--- src/rtl/uart_irq_prioritizer.sv ---
module uart_irq_prioritizer (
  input  logic       clk,
  input  logic       rst_n,
  input  logic       fifo_en,
  input  logic       ier_rx,
  input  logic       ier_tx,
  input  logic       ier_ls,
  input  logic       ier_ms,
  input  logic       out2,
  input  logic       ls_err,
  input  logic       rx_char,
  input  logic       rx_trig,
  input  logic       rx_tmo,
  input  logic       thr_empty,
  input  logic       modem_chg,
  input  logic       lsr_rd,
  input  logic       rbr_rd,
  input  logic       iir_rd,
  input  logic       thr_wr,
  input  logic       msr_rd,
  output logic [7:0] iir,
  output logic       irq
);

  localparam logic [2:0] CodeLine  = 3'b011;
  localparam logic [2:0] CodeRx    = 3'b010;
  localparam logic [2:0] CodeTmo   = 3'b110;
  localparam logic [2:0] CodeTx    = 3'b001;
  localparam logic [2:0] CodeModem = 3'b000;

  logic ls_q, rxc_q, tmo_q, tx_q, ms_q;
  logic act_ls, act_rx, act_tmo, act_tx, act_ms;
  logic pend, tx_shown;
  logic [2:0] code;

  assign act_ls  = ier_ls & ls_q;
  assign act_rx  = ier_rx & (fifo_en ? rx_trig : rxc_q);
  assign act_tmo = ier_rx & fifo_en & tmo_q;
  assign act_tx  = ier_tx & tx_q;
  assign act_ms  = ier_ms & ms_q;
  assign pend    = act_ls | act_rx | act_tmo | act_tx | act_ms;

  always_comb begin
    if (act_ls)       code = CodeLine;
    else if (act_rx)  code = CodeRx;
    else if (act_tmo) code = CodeTmo;
    else if (act_tx)  code = CodeTx;
    else              code = CodeModem;
  end

  assign tx_shown = act_tx & ~act_ls & ~act_rx & ~act_tmo;

  always_ff @(posedge clk) begin
    if (!rst_n) begin
      ls_q  <= 1'b0;
      rxc_q <= 1'b0;
      tmo_q <= 1'b0;
      tx_q  <= 1'b0;
      ms_q  <= 1'b0;
    end else begin
      ls_q  <= ls_err | (ls_q & ~lsr_rd);
      rxc_q <= ~fifo_en & (rx_char | (rxc_q & ~rbr_rd));
      tmo_q <= fifo_en & (rx_tmo | (tmo_q & ~rbr_rd));
      tx_q  <= thr_empty | (tx_q & ~thr_wr & ~(iir_rd & tx_shown));
      ms_q  <= modem_chg | (ms_q & ~msr_rd);
    end
  end

  assign iir = {fifo_en, fifo_en, 2'b00, code, ~pend};
  assign irq = pend & out2;

endmodule

--- config.mk ---
export PLATFORM = sky130hd
export DESIGN_NAME = uart_irq_prioritizer
export DESIGN_NICKNAME = d
export VERILOG_FILES = /design/src/rtl/uart_irq_prioritizer.sv
export SDC_FILE = /design/constraint.sdc
export NUM_CORES = 1
export LEC_CHECK = 0
export CAP_MARGIN = 20
export CELL_PAD_IN_SITES_DETAIL_PLACEMENT = 1
export CELL_PAD_IN_SITES_GLOBAL_PLACEMENT = 1
export CORE_MARGIN = 2
export CORE_UTILIZATION = 16
export CTS_CLUSTER_DIAMETER = 200
export DETAILED_ROUTE_END_ITERATION = 8
export GPL_TIMING_DRIVEN = 0
export PLACE_DENSITY_LB_ADDON = 0.1
export RECOVER_POWER = 50
export REMOVE_ABC_BUFFERS = 1
export SLEW_MARGIN = 20
export SYNTH_ARGS = -nofsm -noshare
export SYNTH_HDL_FRONTEND = slang
export SYNTH_SLANG_ARGS = --single-unit
export TNS_END_PERCENT = 10
--- constraint.sdc ---
create_clock -name clk -period 1 [get_ports clk]
set_input_delay 0.25 -clock clk [delete_from_list [all_inputs] [get_ports clk]]
set_output_delay 0.25 -clock clk [all_outputs]
set_load 0.01 [all_outputs]
After elaboration in Yosys (flattened, before gate mapping)

Index checks and enable logic that the tools add are counted.

Register bits after elaboration: 5
Logic and storage cells: 48
Output and inout bits: 9
Bits of input ports: 19

Mux-type cells: 5
Bitwise gates (word level): 38

Operators by type and width:

| kind             | count |
|---|---|
| AND 1 bit        | 19 |
| NOT 1 bit        | 10 |
| 2-to-1 mux 3 bit | 3 |
| OR 1 bit         | 9 |
| 2-to-1 mux 1 bit | 2 |

Longest topological paths before layout

Depth after elaboration: 9
Mapped depth: 3

Worst setup path after synthesis

Ideal clock, no wire load.

Kind: register -> output
From: register tmo_q
To: output iir[1]
Stages on the path, launching flop included: 4
Buffers on the path: 0
Data arrival time: 0.890 ns
Slack: -0.140 ns
Required time: 0.750 ns
Cell sequence: dfxtp_1 nor3b_4 nor2_1 o21ai_0

Word-level cells in the longest chain between the ends: 4

Ends and longest elaborated chain:

| what                   | RTL line | RTL |
|---|---|---|
| from (decl)            | 31       | `logic ls_q, rxc_q, tmo_q, tx_q, ms_q;` |
| from (signal assigned) | 63       | `tmo_q <= fifo_en & (rx_tmo \| (tmo_q & ~rbr_rd));` |
| AND 1 bit              | 38       | `assign act_tmo = ier_rx & fifo_en & tmo_q;` |
| 2-to-1 mux 3 bit       | 46       | `else if (act_tmo) code = CodeTmo;` |
| 2-to-1 mux 3 bit       | 45       | `else if (act_rx) code = CodeRx;` |
| 2-to-1 mux 3 bit       | 44       | `if (act_ls) code = CodeLine;` |
| to (decl)              | 21       | `output logic [7:0] iir,` |

Every way passes these cells.

Worst setup path in the final report

From: register tmo_q
To: output irq

Word-level cells in the longest chain between the ends: 5

Ends and longest elaborated chain:

| what                   | RTL line | RTL |
|---|---|---|
| AND 1 bit              | 38       |  |
| OR 1 bit (3 in series) | 41       | `assign pend = act_ls \| act_rx \| act_tmo \| act_tx \| act_ms;` |
| AND 1 bit              | 70       | `assign irq = pend & out2;` |
| to (decl)              | 22       | `output logic irq` |

Every way passes these cells.

==> run metrics <==
Post-synth EDFFs=0; critical path arrival=1.14 ns; vias in the first global route=319; status=finished with violations; Max FO, Critical Path=4; Critical Path RT=0.75 ns; Seq/Total Area, Yosys=0.336; most frequent cells in the layout=clkdlybuf4s50_1, dlygate4sd2_1, buf_2, dfxtp_1; Power per Cell Area=1070 nW/um^2; Crit Path Class=reg -> out; Clock Latency Late Sink=0.24 ns; CTS tree=yes; starting density of the core=0.171; setup ws final=-0.393 ns; Vias/cell=3.85; CTS clk-pin slew, worst paths=0.04 ns; die extent in x=47.1 um; max-cap violations=0; Netlist cell types=15; highest clock rate=718 MHz; Hold WS=0.284 ns; Core ar.=1750 um^2; Port Buffers=25; CP endpoint kind=primary output; H-tree depth=1; Startpoint Class=flip-flop; P_leak=0.000254 uW; final wirelength=868 um; skew final=0.00258 ns; clk sink count=5; r2r worst-path depth=4; Layout Area Growth over Synthesis=95.0%; Max Slew Vio Count=0; first-pass GRT wire length=1280 um; gr usage total=0.0860; CTS root buf=clkbuf_4; most common cell after layout, fill and taps aside=clkdlybuf4s50_1; initial drt markers=1; FF+latch count, synth=5; final hold vios=0; failing checks=setup timing; met1 GRT Util=0.0829; GRT Max-Usage Layer=met2; HP Class=in -> reg; peak supply drop=0.622 mV; RSZ-0062 raised after global routing=true; vias=343; DRC violation count after routing=0; grt total ovfl=0; DRT Pass-1 Iters=2; Yosys warnings=0; DRT antenna net count=0; Die ar.=2220 um^2; GR Layer Usage met2=0.153; Antenna Cells=0; Top Ports=28; antenna violations before repair=0; routability cong.=0.591; post-route core utilization=0.333; largest net degree at the start of global routing=8; average cell area after synthesis=8.27 um^2; grt met3 use=0.0692; DIE HEIGHT=47.1 um; FP Rows=15; share of cells above drive strength 1=0.281; final worst-path cycle share=1.39; setup TNS=-1.78 ns; Period minus WS final=1.39 ns; Hold Buf Count CTS=0; Post-synth ARST share=0; ys flop type=dfxtp_1; routed len/inst=9.75 um; WHS Path Cells=2; Finish-stage setup viols=6; Mapped Cells=36; Final #Nets=84; CTS max path bufs=2; CTS Buf Count=3; cell area after synthesis=298 um^2
[power breakdown]
part | internal (uW) | switching [uW] | total, uW
clock | 151 | 80.6 | 231
sequential | 212 | 9.20 | 222
combinational | 104 | 63.9 | 168
[per-stage QoR]
step | power, uW | instance area (um^2) | worst slack (ns) | cells
6_report | 621 | 581 | -0.393 | 89
3_5_place_dp | 405 | 553 | -1.17 | 83
5_1_grt | 658 | 581 | -0.452 | 89
4_1_cts | 636 | 572 | -0.413 | 89
3_3_place_gp | 405 | 553 | -1.18 | 83
2_1_floorplan | 277 | 272 | -0.140 | 33
[synthesized netlist by cell type, types with 2 or more instances]
cell type	number	area (um^2)
nand2_1	5	18.8
o21a_1	3	22.5
o21ai_0	2	10.0
nor2b_1	3	18.8
a21oi_1	3	15.0
nor2_1	3	11.3
dfxtp_1	5	100
buf_4	4	30.0
nand4b_1	2	17.5
[what timing repair did]
action	in CTS	in global routing
setup endpoints to repair	8	6
pin swaps	4	2
setup buffers	2	0
endpoints found under the hold margin	0	0
gates resized for setup	33	3
gates cloned	0	0
[registers in the layout (all words and copies together), names as in the netlist]
| signal | flops |
|---|---|
| ms_q | 1 |
| rxc_q | 1 |
| ls_q | 1 |
| tx_q | 1 |
| tmo_q | 1 |
[path summary, 6_finish.rpt]
check          start  slack [ns]     to
min          fifo_en        0.28  rxc_q
max            tmo_q       -0.39    irq
max reg2reg    tmo_q       -0.07   tx_q
min reg2reg    rxc_q        0.55  rxc_q
[worst max-delay path, cell delays in order (launching register included)]
cell and delay [ns]:
dfxtp_2 0.32, nor3b_4 0.19, o21ai_2 0.09, o21a_1 0.16, buf_2 0.13
[cell families (layout without fill, tap and decap cells)]
| logic type | after synthesis | count (layout) | synth area share |
|---|---|---|---|
| AO/OA/AOI/OAI | 10 | 10 | 0.227 |
| AND/OR/NAND/NOR | 15 | 15 | 0.311 |
| buffers and inverters | 5 | 32 | 0.113 |
| other | 1 | 2 | 0.0126 |
| flip-flops | 5 | 5 | 0.336 |
[final cells by class]
cell class / instances / area (um^2)
sequential: 5 / 101
timing repair buffer: 27 / 238
tap: 25 / 31.3
clock buffer: 4 / 26.3
multi-input combinational: 27 / 180
inverter: 1 / 3.75
fill: 225 / 1160
[layer usage]
metal	vias up	wire length [um]
li1	175	-
met1	154	326
met2	14	466
met3	0	75
met4	0	0
met5	-	0
No activity file was read; power rests on OpenSTA's default activity.
